File: config.mk
export PLATFORM = sky130hd
export DESIGN_NAME = sbus_core
export DESIGN_NICKNAME = d
export VERILOG_FILES = /design/src/rtl/sbus_pkg.sv /design/src/rtl/sbus_regfile.sv /design/src/rtl/sbus_dpath.sv /design/src/rtl/sbus_ctrl.sv /design/src/rtl/sbus_core.sv
export SDC_FILE = /design/constraint.sdc
export NUM_CORES = 2
export LEC_CHECK = 0
export BUFFER_PORTS_ARGS = -buffer_cell sky130_fd_sc_hd__clkbuf_2
export CAP_MARGIN = 15
export CORE_MARGIN = 10
export CORE_UTILIZATION = 40
export DETAILED_ROUTE_END_ITERATION = 6
export PLACE_DENSITY = 0.61
export SYNTH_ARGS = -nofsm -noshare
export SYNTH_HDL_FRONTEND = slang
export SYNTH_SLANG_ARGS = --single-unit
File: constraint.sdc
create_clock -name clk -period 11.9 [get_ports clk]
set_input_delay 1.785 -clock clk [delete_from_list [all_inputs] [get_ports clk]]
set_output_delay 1.785 -clock clk [all_outputs]
set_load 0.05 [all_outputs]
File: src/rtl/sbus_pkg.sv
package sbus_pkg;
  localparam int XLEN    = 32;
  localparam int REG_AW  = 5;
  localparam int NREG    = 1 << REG_AW;
  localparam int LINKREG = NREG - 1;

  localparam logic [5:0] OP_RTYPE = 6'h00;
  localparam logic [5:0] OP_J     = 6'h02;
  localparam logic [5:0] OP_JAL   = 6'h03;
  localparam logic [5:0] OP_BNE   = 6'h05;
  localparam logic [5:0] OP_ADDIU = 6'h09;
  localparam logic [5:0] OP_MULG  = 6'h1C;
  localparam logic [5:0] OP_LW    = 6'h23;
  localparam logic [5:0] OP_SW    = 6'h2B;
  localparam logic [5:0] FN_ADDU  = 6'h21;
  localparam logic [5:0] FN_JR    = 6'h08;
  localparam logic [5:0] FN_MUL   = 6'h02;

  typedef enum logic [1:0] {ALU_INC4, ALU_ADD, ALU_CADD} aluOp_e;
  typedef enum logic [1:0] {IAU_SEXT, IAU_SEXT2, IAU_TGT2, IAU_JT} iauOp_e;
  typedef enum logic [2:0] {RS_RS, RS_RT, RS_RD, RS_LINK, RS_ZERO} rfSel_e;

  // strobes from control to datapath
  typedef struct packed {
    logic   pcBus;
    logic   iauBus;
    logic   aluBus;
    logic   rfBus;
    logic   rdBus;
    logic   pcEn;
    logic   irEn;
    logic   aEn;
    logic   bEn;
    logic   cEn;
    logic   wdEn;
    logic   bShift;
    logic   cShift;
    aluOp_e aluOp;
    iauOp_e iauOp;
    rfSel_e rfSel;
    logic   rfWen;
    logic   memVal;
    logic   memWr;
  } ctrl_t;
endpackage

File: src/rtl/sbus_regfile.sv
module sbus_regfile #(
  parameter int W  = 32,
  parameter int AW = 5
) (
  input  logic          clk,
  input  logic          wen,
  input  logic [AW-1:0] addr,
  input  logic [W-1:0]  wdata,
  output logic [W-1:0]  rdata
);
  localparam int DEPTH = 1 << AW;

  logic [W-1:0] regs [1:DEPTH-1];

  always_ff @(posedge clk) begin
    if (wen && addr != '0) regs[addr] <= wdata;
  end

  always_comb begin
    if (addr == '0) rdata = '0;
    else            rdata = regs[addr];
  end
endmodule

File: src/rtl/sbus_dpath.sv
module sbus_dpath
  import sbus_pkg::*;
#(
  parameter int W  = XLEN,
  parameter int AW = REG_AW
) (
  input  logic         clk,
  input  logic         rst,
  input  ctrl_t        ctl,
  input  logic [W-1:0] memRespData,
  output logic [W-1:0] busVal,
  output logic [W-1:0] wdOut,
  output logic [5:0]   irOp,
  output logic [10:0]  irLow,
  output logic         eq
);
  localparam int IMMW = 16;
  localparam int TGTW = 26;
  localparam int JHI  = TGTW + 2;

  logic [W-1:0] pcQ, irQ, aQ, bQ, cQ, wdQ, rdQ;
  logic [W-1:0] sextImm, iauVal, aluVal, rfRdata;
  logic [AW-1:0] rfAddr;

  assign sextImm = {{(W-IMMW){irQ[IMMW-1]}}, irQ[IMMW-1:0]};

  always_comb begin
    case (ctl.iauOp)
      IAU_SEXT:  iauVal = sextImm;
      IAU_SEXT2: iauVal = sextImm << 2;
      IAU_TGT2:  iauVal = {{(W-JHI){1'b0}}, irQ[TGTW-1:0], 2'b00};
      default:   iauVal = {aQ[W-1:JHI], bQ[JHI-1:0]};
    endcase
  end

  always_comb begin
    case (ctl.aluOp)
      ALU_INC4: aluVal = aQ + W'(4);
      ALU_ADD:  aluVal = aQ + bQ;
      ALU_CADD: aluVal = cQ[0] ? (aQ + bQ) : aQ;
      default:  aluVal = aQ;
    endcase
  end

  always_comb begin
    case (ctl.rfSel)
      RS_RS:   rfAddr = irQ[25:21];
      RS_RT:   rfAddr = irQ[20:16];
      RS_RD:   rfAddr = irQ[15:11];
      RS_LINK: rfAddr = AW'(LINKREG);
      default: rfAddr = '0;
    endcase
  end

  // single shared bus: OR of gated sources, one enabled at a time
  assign busVal = ({W{ctl.pcBus}}  & pcQ)
                | ({W{ctl.iauBus}} & iauVal)
                | ({W{ctl.aluBus}} & aluVal)
                | ({W{ctl.rfBus}}  & rfRdata)
                | ({W{ctl.rdBus}}  & rdQ);

  always_ff @(posedge clk) begin
    if (rst) begin
      pcQ <= '0; irQ <= '0; aQ <= '0; bQ <= '0;
      cQ  <= '0; wdQ <= '0; rdQ <= '0;
    end else begin
      if (ctl.pcEn) pcQ <= busVal;
      if (ctl.irEn) irQ <= busVal;
      if (ctl.aEn)  aQ  <= busVal;
      if (ctl.bEn)  bQ  <= ctl.bShift ? (bQ << 1) : busVal;
      if (ctl.cEn)  cQ  <= ctl.cShift ? (cQ >> 1) : busVal;
      if (ctl.wdEn) wdQ <= busVal;
      if (ctl.memVal && !ctl.memWr) rdQ <= memRespData;
    end
  end

  sbus_regfile #(.W(W), .AW(AW)) u_rf (
    .clk   (clk),
    .wen   (ctl.rfWen),
    .addr  (rfAddr),
    .wdata (busVal),
    .rdata (rfRdata)
  );

  assign wdOut = wdQ;
  assign irOp  = irQ[31:26];
  assign irLow = irQ[10:0];
  assign eq    = (aQ == bQ);
endmodule

File: src/rtl/sbus_ctrl.sv
module sbus_ctrl
  import sbus_pkg::*;
#(
  parameter int STEPS = XLEN
) (
  input  logic        clk,
  input  logic        rst,
  input  logic [5:0]  irOp,
  input  logic [10:0] irLow,
  input  logic        eq,
  output ctrl_t       ctl
);
  localparam int CW = $clog2(STEPS);

  typedef enum logic [5:0] {
    S_F0, S_F1, S_F2,
    S_AD0, S_AD1, S_AD2,
    S_AI0, S_AI1, S_AI2,
    S_M0, S_M1, S_M2, S_MS,
    S_L0, S_L1, S_L2, S_L3,
    S_S0, S_S1, S_S2, S_S3,
    S_J0, S_J1, S_JA0, S_JR0,
    S_B0, S_B1, S_B2, S_B3, S_B4
  } state_e;

  state_e stQ, stN, dispatch;
  logic [CW-1:0] stepQ;
  logic lastStep;
  logic [5:0] fn;
  logic shamtZero;

  assign fn        = irLow[5:0];
  assign shamtZero = (irLow[10:6] == '0);
  assign lastStep  = (stepQ == CW'(STEPS - 1));

  always_comb begin
    dispatch = S_F0;
    case (irOp)
      OP_RTYPE: begin
        if (shamtZero && fn == FN_ADDU)    dispatch = S_AD0;
        else if (shamtZero && fn == FN_JR) dispatch = S_JR0;
      end
      OP_MULG:  if (shamtZero && fn == FN_MUL) dispatch = S_M0;
      OP_ADDIU: dispatch = S_AI0;
      OP_LW:    dispatch = S_L0;
      OP_SW:    dispatch = S_S0;
      OP_J:     dispatch = S_J0;
      OP_JAL:   dispatch = S_JA0;
      OP_BNE:   dispatch = S_B0;
      default:  dispatch = S_F0;
    endcase
  end

  always_comb begin
    ctl = '0;
    stN = stQ;
    case (stQ)
      S_F0:  begin ctl.pcBus = 1'b1; ctl.aEn = 1'b1; ctl.memVal = 1'b1; stN = S_F1; end
      S_F1:  begin ctl.rdBus = 1'b1; ctl.irEn = 1'b1; stN = S_F2; end
      S_F2:  begin
        ctl.aluBus = 1'b1; ctl.aluOp = ALU_INC4; ctl.pcEn = 1'b1; ctl.aEn = 1'b1;
        stN = dispatch;
      end
      S_AD0: begin ctl.rfBus = 1'b1; ctl.rfSel = RS_RS; ctl.aEn = 1'b1; stN = S_AD1; end
      S_AD1: begin ctl.rfBus = 1'b1; ctl.rfSel = RS_RT; ctl.bEn = 1'b1; stN = S_AD2; end
      S_AD2: begin
        ctl.aluBus = 1'b1; ctl.aluOp = ALU_ADD; ctl.rfSel = RS_RD; ctl.rfWen = 1'b1;
        stN = S_F0;
      end
      S_AI0: begin ctl.rfBus = 1'b1; ctl.rfSel = RS_RS; ctl.aEn = 1'b1; stN = S_AI1; end
      S_AI1: begin ctl.iauBus = 1'b1; ctl.iauOp = IAU_SEXT; ctl.bEn = 1'b1; stN = S_AI2; end
      S_AI2: begin
        ctl.aluBus = 1'b1; ctl.aluOp = ALU_ADD; ctl.rfSel = RS_RT; ctl.rfWen = 1'b1;
        stN = S_F0;
      end
      S_M0:  begin ctl.rfBus = 1'b1; ctl.rfSel = RS_ZERO; ctl.aEn = 1'b1; stN = S_M1; end
      S_M1:  begin ctl.rfBus = 1'b1; ctl.rfSel = RS_RS; ctl.bEn = 1'b1; stN = S_M2; end
      S_M2:  begin ctl.rfBus = 1'b1; ctl.rfSel = RS_RT; ctl.cEn = 1'b1; stN = S_MS; end
      S_MS:  begin
        ctl.aluBus = 1'b1; ctl.aluOp = ALU_CADD; ctl.aEn = 1'b1;
        ctl.bEn = 1'b1; ctl.bShift = 1'b1; ctl.cEn = 1'b1; ctl.cShift = 1'b1;
        if (lastStep) begin
          ctl.rfSel = RS_RD; ctl.rfWen = 1'b1; stN = S_F0;
        end
      end
      S_L0:  begin ctl.rfBus = 1'b1; ctl.rfSel = RS_RS; ctl.aEn = 1'b1; stN = S_L1; end
      S_L1:  begin ctl.iauBus = 1'b1; ctl.iauOp = IAU_SEXT; ctl.bEn = 1'b1; stN = S_L2; end
      S_L2:  begin ctl.aluBus = 1'b1; ctl.aluOp = ALU_ADD; ctl.memVal = 1'b1; stN = S_L3; end
      S_L3:  begin ctl.rdBus = 1'b1; ctl.rfSel = RS_RT; ctl.rfWen = 1'b1; stN = S_F0; end
      S_S0:  begin ctl.rfBus = 1'b1; ctl.rfSel = RS_RT; ctl.wdEn = 1'b1; stN = S_S1; end
      S_S1:  begin ctl.rfBus = 1'b1; ctl.rfSel = RS_RS; ctl.aEn = 1'b1; stN = S_S2; end
      S_S2:  begin ctl.iauBus = 1'b1; ctl.iauOp = IAU_SEXT; ctl.bEn = 1'b1; stN = S_S3; end
      S_S3:  begin
        ctl.aluBus = 1'b1; ctl.aluOp = ALU_ADD; ctl.memVal = 1'b1; ctl.memWr = 1'b1;
        stN = S_F0;
      end
      S_JA0: begin ctl.pcBus = 1'b1; ctl.rfSel = RS_LINK; ctl.rfWen = 1'b1; stN = S_J0; end
      S_J0:  begin ctl.iauBus = 1'b1; ctl.iauOp = IAU_TGT2; ctl.bEn = 1'b1; stN = S_J1; end
      S_J1:  begin ctl.iauBus = 1'b1; ctl.iauOp = IAU_JT; ctl.pcEn = 1'b1; stN = S_F0; end
      S_JR0: begin ctl.rfBus = 1'b1; ctl.rfSel = RS_RS; ctl.pcEn = 1'b1; stN = S_F0; end
      S_B0:  begin ctl.rfBus = 1'b1; ctl.rfSel = RS_RS; ctl.aEn = 1'b1; stN = S_B1; end
      S_B1:  begin ctl.rfBus = 1'b1; ctl.rfSel = RS_RT; ctl.bEn = 1'b1; stN = S_B2; end
      S_B2:  begin
        ctl.iauBus = 1'b1; ctl.iauOp = IAU_SEXT2; ctl.aEn = 1'b1;
        stN = eq ? S_F0 : S_B3;
      end
      S_B3:  begin ctl.pcBus = 1'b1; ctl.bEn = 1'b1; stN = S_B4; end
      S_B4:  begin ctl.aluBus = 1'b1; ctl.aluOp = ALU_ADD; ctl.pcEn = 1'b1; stN = S_F0; end
      default: stN = S_F0;
    endcase
  end

  always_ff @(posedge clk) begin
    if (rst) begin
      stQ   <= S_F0;
      stepQ <= '0;
    end else begin
      stQ   <= stN;
      stepQ <= (stQ == S_MS) ? stepQ + 1'b1 : '0;
    end
  end
endmodule

File: src/rtl/sbus_core.sv
module sbus_core
  import sbus_pkg::*;
(
  input  logic            clk,
  input  logic            rst,
  output logic            memReqVal,
  output logic            memReqOp,
  output logic [XLEN-1:0] memReqAddr,
  output logic [XLEN-1:0] memReqData,
  input  logic [XLEN-1:0] memRespData
);
  ctrl_t            ctl;
  logic [XLEN-1:0]  busVal;
  logic [XLEN-1:0]  wdOut;
  logic [5:0]       irOp;
  logic [10:0]      irLow;
  logic             eq;

  sbus_ctrl #(.STEPS(XLEN)) u_ctrl (
    .clk   (clk),
    .rst   (rst),
    .irOp  (irOp),
    .irLow (irLow),
    .eq    (eq),
    .ctl   (ctl)
  );

  sbus_dpath #(.W(XLEN), .AW(REG_AW)) u_dp (
    .clk         (clk),
    .rst         (rst),
    .ctl         (ctl),
    .memRespData (memRespData),
    .busVal      (busVal),
    .wdOut       (wdOut),
    .irOp        (irOp),
    .irLow       (irLow),
    .eq          (eq)
  );

  assign memReqVal  = ctl.memVal;
  assign memReqOp   = ctl.memWr;
  assign memReqAddr = busVal;
  assign memReqData = wdOut;
endmodule

# Word level (Yosys, flattened, before mapping)
# Memory sizes are Yosys's and may differ from the RTL's.
# Cells that the tools add are included.
# W data, S select, Z words.
# classes
n_reduce_logical	28
addsub	3
eq_ne	49
order_cmp	0
muxes	35
div_mod_pow	0
shift	0
bitwise_logic	10
mul	0
# ops
cell	n
$pmux W32 S3	2
$and A32 B32 Y32	5
$pmux W6 S23	1
$mux W32	4
$or A32 B32 Y32	4
$eq A6 B5 Y1 const B	15
$eq A6 B4 Y1 const B	10
$pmux W6 S8	1
$add A32 B3 Y32 const B	1
$add A32 B32 Y32	1
$eq A32 B32 Y1	1
$eq A6 B2 Y1 const B	5
$eq A6 B3 Y1 const B	5
$pmux W5 S4	1
$eq A6 B6 Y1 const B	3
$mux W1	15
$pmux W3 S5	1
$logic_not A6 Y1	2
$mux W6	2
$reduce_or A12 Y1	1
$reduce_or A6 Y1	2
$logic_not A5 Y1	2
$mux W5	2
$reduce_or A10 Y1	1
other kinds (26)	38
# word_totals
ram_bits	992
inputBits	34
mem_bits_ro	0
latch_bits	0
word_cells	135
output_inout_bits	66
memories	1
reg_bits	235
# memory_table
name	words	width	rd	rd_clocked_by_memory_dff	write_ports	line	source
u_dp.u_rf.regs	31	32	1	0	1	sbus_regfile.sv:13	logic [W-1:0] regs [1:DEPTH-1];

# Depth between registers and ports, before layout
# logic_depth
word_depth	11
mapped_depth	19
depth_no_buf	13

# By module
# From an unflattened synthesis, not the netlist that was laid out.
# unflattened
hier_cells	3885
hier_area_um2	52297.7
# modules_own_cells
module	instances	area_each_um2	seq_area_each_um2	cells_each
sbus_regfile	1	37930.1	29788.6	2043
sbus_dpath	1	12774.8	4484.3	1604
sbus_ctrl	1	1592.8	200.2	238

# Least setup slack after synthesis
# No wires, ideal clock.
# synth_path
path_kind	flip-flop to output port
start	reg u_ctrl.stepQ[0]
end	out memReqAddr[19]
slack_ps	5544
n_path_buf	2
path_stages_with_launch	14
arrival_ps	4571
required_ps	10115
cell_sequence	dfxtp_1 -> ha_1 -> and3_1 -> ha_1 -> nand3b_1 -> a21oi_2 -> a221o_1 -> a21o_1 -> buf_6 -> buf_4 -> a31oi_1 -> nor2_1 -> or3_1 -> o41ai_2
# synth_between
elab_chain_len	10
elab_cells_between_ends	14
classes_between	4 x eq/ne; 4 x mux; 3 x bitwise; 2 x reduce/logical; 1 x memory
# synth_rtl
item	line	source
start: declaration	sbus_ctrl.sv:27	logic [CW-1:0] stepQ;
start signal: assignment	sbus_ctrl.sv:119	stepQ <= (stQ == S_MS) ? stepQ + 1'b1 : '0;
$eq A5 B5 Y1 (*)	sbus_ctrl.sv:34	assign lastStep = (stepQ == CW'(STEPS - 1));
$mux W3 (*)	sbus_ctrl.sv:82	if (lastStep) begin
$pmux W3 S5 (*)	sbus_ctrl.sv:57	case (stQ)
$eq A3 B2 Y1, or another cell as far along	sbus_dpath.sv:46	case (ctl.rfSel)
$pmux W5 S4 (*)	sbus_dpath.sv:46	
$mem_v2 Z31 W32 or $logic_not A5 Y1 (tied branches)	-	
$mux W32 (*)	sbus_regfile.sv:20	if (addr == '0) rdata = '0;
$and A32 B32 Y32 (*)	sbus_dpath.sv:59	| ({W{ctl.rfBus}} & rfRdata)
$or A32 B32 Y32 (*)	sbus_dpath.sv:59	
$or A32 B32 Y32 (*)	sbus_dpath.sv:60	| ({W{ctl.rdBus}} & rdQ);
end: declaration	sbus_core.sv:8	output logic [XLEN-1:0] memReqAddr,
# Every way passes the cells marked *; elsewhere a longest branch is shown, timed or not.

# Worst setup path in the final report
# layout_path
start	reg u_ctrl.stQ[4]
end	out memReqAddr[24]
# layout_between
elab_chain_len	10
elab_cells_between_ends	70
classes_between	36 x eq/ne; 12 x mux; 9 x bitwise; 12 x reduce/logical; 1 x memory
# layout_rtl
item	line	source
start: declaration	sbus_ctrl.sv:26	state_e stQ, stN, dispatch;
start signal: assignment	sbus_ctrl.sv:118	stQ <= stN;
$eq A6 B3 Y1, or another cell as far along	sbus_ctrl.sv:57	
$reduce_or A6 Y1 (no source line)	-	
$pmux W3 S5	sbus_ctrl.sv:57	
$eq A3 B2 Y1, or another cell as far along	sbus_dpath.sv:46	
$pmux W5 S4	sbus_dpath.sv:46	
$mem_v2 Z31 W32 or $logic_not A5 Y1 (tied branches)	-	
$mux W32	sbus_regfile.sv:20	
$and A32 B32 Y32	sbus_dpath.sv:59	
$or A32 B32 Y32	sbus_dpath.sv:59	
$or A32 B32 Y32 (*)	sbus_dpath.sv:60	
# Marked as above.

==> results by group <==
Critical path
  – Crit path capture: memReqAddr[24]
  – Critical path origin: u_ctrl.stQ[4]
  – Reg-to-Reg Start: u_ctrl.stQ[4]
  – Crit end category: output pin
  – Critical path type: register to output pin
  – Crit path depth: 16
  – R2R setup slack: 4.91 ns
  – Reg-to-Reg End: u_dp.bQ[20]
  – CP max stage delay: ~0.75 ns
  – Startpoint class of the critical path: register
  – Slowest CP cell: or4_1
  – Max Fanout on Critical Path: 137
  – Cell family with most CP delay: buffers and inverters
  – Worst R2R Path Depth: 15
  – Worst Path Required: about 10 ns
  – Worst EP arrival: around 7.6 ns
  – Worst path bufs/invs: 7
  – Most common cell on crit path: buf_4
  – CP cell instances: buf_4, or4b_2, o221ai_1, a221oi_4, buf_12, nand2_4, buf_4, buf_4, a211oi_1, a31oi_1, o22ai_1, or4_1, o311a_1, inv_1, buf_4, clkbuf_2

Drt
  – Vias: between 30000 and 40000
  – Initial DRT Pass Iterations: 7
  – Routed wire per std cell: between 20 and 30 um
  – WL final: roughly 190000 um
  – DR vias/cell: approximately 6.2
  – Initial DRC count: 5061
  – DRT antenna net count: 0
  – DR DRC count: 0

Timing
  – Final period util: 0.791
  – Min Tclk post-route: roughly 9.4 ns
  – Skew final: approximately 0.073 ns
  – Max Fclk: 106 MHz
  – Max Transition Viols Final: 0
  – Worst-margin pin slew: 1.45 ns
  – Relative slew slack: 0.0364
  – Final WS setup: around 2.5 ns
  – Setup TNS: 0 ns
  – Hold Fails Final Rpt: 0
  – Final setup fails: 0
  – Unrepaired setup endpoints after global routing: no

Clocking
  – Clk pin slew, worst setup/hold paths: roughly 0.06 ns
  – Clk_lat worst skew: 0.77 ns
  – CTS buffer count: ~120
  – Worst-case clock buffer depth: 3
  – Num Clock Sinks: roughly 1200
  – CTS tree: yes
  – Root Driver: clkbuf_16
  – # resized after CTS: 0
  – Cts hold-fix bufs: 0
  – CTS H-tree depth: 3
  – Setup bufs post-CTS: 0

Status
  – Outcome: finished clean

Placement
  – Hpwl dp: about 110000 um
  – I/O Buffers: 99
  – Pre-CTS WS: between 2 and 3 ns
  – RePlAce Congestion: approximately 0.97

Pwr
  – Max IR drop VDD: around 0.14 mV
  – P per Cell Area: ~180 mW/mm2
  – Pleak: about 0.020 uW

Die
  – Core Area: 0.131 mm2
  – # rows: between 100 and 150
  – Full die area: roughly 0.15 mm2
  – Die Height: ~380 um
  – Starting Density: 0.403
  – # IOs: 100
  – Die Wd: between 300 and 400 um

Finish
  – Storage element area: 0.0345 mm2
  – Net count, final: around 4600
  – Filler cell count: about 12000
  – Fraction of layout cells with a size suffix above 1: 0.111
  – Area grow syn2layout: 12.5%
  – Multi-input logic area: 0.0171 mm2

GRT
  – GRT Total Usage: 0.246
  – Initial antenna violation count: 7
  – Total congestion overflow: 0
  – First-pass GRT wire length: between 200000 and 300000 um
  – Largest net degree at the start of global routing: 144
  – Vias in the first global route: 36600

Run
  – Max-cap viol count: 0

Logic synthesis
  – Synth Area per Inst: approximately 12 um2
  – Register bit total from synthesis: about 1200
  – FFs w/ async S/R, synth: 0
  – Post-synth EDFFs: 992
  – Syn. warnings: 0
  – Gate Count Post-Synth: about 4500
  – Mapped Area: 0.0529 mm2
  – Synth cell types: 91
  – Syn_nets: approximately 4600
  – Predominant post-synthesis flop cell: edfxtp_1
  – Sequential area share after synthesis: 0.651

Min path
  – Hold WC Path Type: register to register
[Yosys cell counts (all sizes together) (14+ instances only)]
library cell	n	area, um2
nand3	78	390
ha	34	425
xor2	14	123
clkbuf	185	694
xnor2	21	184
a21o	15	113
a31oi	221	1390
mux2i	26	260
nor2	262	988
inv	43	161
o211ai	14	115
a311oi	23	201
nand4	19	119
o21ai	176	885
edfxtp	992	29800
o221ai	33	289
nor2b	27	169
a211oi	282	2140
a21oi	204	1040
o21a	39	293
o22ai	91	576
nor4	21	131
and3	270	1690
nor3	48	240
a221o	22	220
buf	173	955
nand2	726	2740
a222oi	25	250
dfxtp	234	4680
[layout make-up]
| type | instances | area share |
|---|---|---|
| repair buffers | 236 | 0.0271 |
| diodes | 2 | 0.0000841 |
| inverters | 46 | 0.00290 |
| flip-flops and latches | 1226 | 0.579 |
| multi-input cells | 2878 | 0.287 |
| clock inverters | 77 | 0.0134 |
| well taps | 1755 | 0.0369 |
| clock buffers | 150 | 0.0536 |
[how the worst min path moves through the flow]
stage                          from              end  cells after the start
finish              u_ctrl.stepQ[0]  u_ctrl.stepQ[0]                      1
global route        u_ctrl.stepQ[0]  u_ctrl.stepQ[0]                      1
detailed placement  u_ctrl.stepQ[0]  u_ctrl.stepQ[0]                      1
floorplan               u_dp.cQ[31]      u_dp.cQ[30]                      2
global placement    u_ctrl.stepQ[0]  u_ctrl.stepQ[0]                      1
CTS                 u_ctrl.stepQ[0]  u_ctrl.stepQ[0]                      1
[state kept, by name, indices dropped and copies added (netlist names)]
signal / flops
u_ctrl.stQ: 5
u_dp.aQ: 32
u_dp.bQ: 32
u_dp.irQ: 32
u_dp.rdQ: 32
u_dp.cQ: 32
u_dp.u_rf.regs: 992
u_ctrl.stepQ: 5
u_dp.wdOut: 32
u_dp.pcQ: 32
[per-stage QoR]
stage | util | hold WS [ns] | instance area (um2) | total power (uW) | cells
6_report | 0.453 | 0.458 | 59500 | 10600 | 6370
5_1_grt | 0.453 | 0.484 | 59500 | 11000 | 6368
4_1_cts | 0.452 | 0.458 | 59500 | 10600 | 6365
3_5_place_dp | 0.422 | 0.450 | 55500 | 6800 | 6138
3_3_place_gp | 0.422 | 0.442 | 55500 | 6790 | 6136
2_1_floorplan | - | 0.432 | 52900 | 6120 | 4508
[power breakdown]
| part | leakage [uW] | switching, uW | internal [uW] |
|---|---|---|---|
| clock network | 0.00195 | 1690 | 2190 |
| logic | 0.00755 | 1350 | 454 |
| registers | 0.0110 | 99.6 | 4860 |
| total | 0.0205 | 3140 | 7500 |
[cell families (layout without fill, tap and decap cells)]
| logic type | count (synthesis) | count (layout) | share of synthesized area |
|---|---|---|---|
| AO/OA/AOI/OAI | 1273 | 1273 | 0.165 |
| XOR/XNOR | 35 | 35 | 0.00579 |
| adder cells (fa/ha/maj) | 35 | 35 | 0.00842 |
| buffers and inverters | 404 | 509 | 0.0344 |
| flip-flops | 1226 | 1226 | 0.651 |
| multiplexers | 26 | 26 | 0.00492 |
| other | 0 | 2 | 0 |
| AND/OR/NAND/NOR | 1509 | 1509 | 0.130 |
[cell usage in the layout, fill, tap and decap left out, types with 20 or more instances in the layout]
cell,count
edfxtp_1,992
nand2_1,720
a211oi_1,277
and3_1,269
dfxtp_1,234
nor2_1,227
a31oi_1,220
a21oi_1,198
o21ai_0,167
buf_4,130
clkbuf_16,122
clkbuf_2,98
o22ai_1,88
nand3_1,74
nor3_1,47
inv_1,43
o21a_1,39
ha_1,34
o221ai_1,33
nor2_4,33
clkinv_1,27
nor2b_1,27
clkinv_2,27
mux2i_1,26
a222oi_1,25
clkbuf_1,25
a311oi_1,23
a221o_1,22
xnor2_1,21
nor4_1,20
[per-layer routing]
layer | vias up | track usage | part of all wire
met3 | 441 | 0.0635 | 0.11
met1 | 19700 | 0.331 | 0.40
met2 | 2244 | 0.377 | 0.45
li1 | 17200 | - | -
met5 | - | 0 | 0.00096
met4 | 10 | 0.0975 | 0.043
Note: power is estimated with default switching activity, not from simulation.
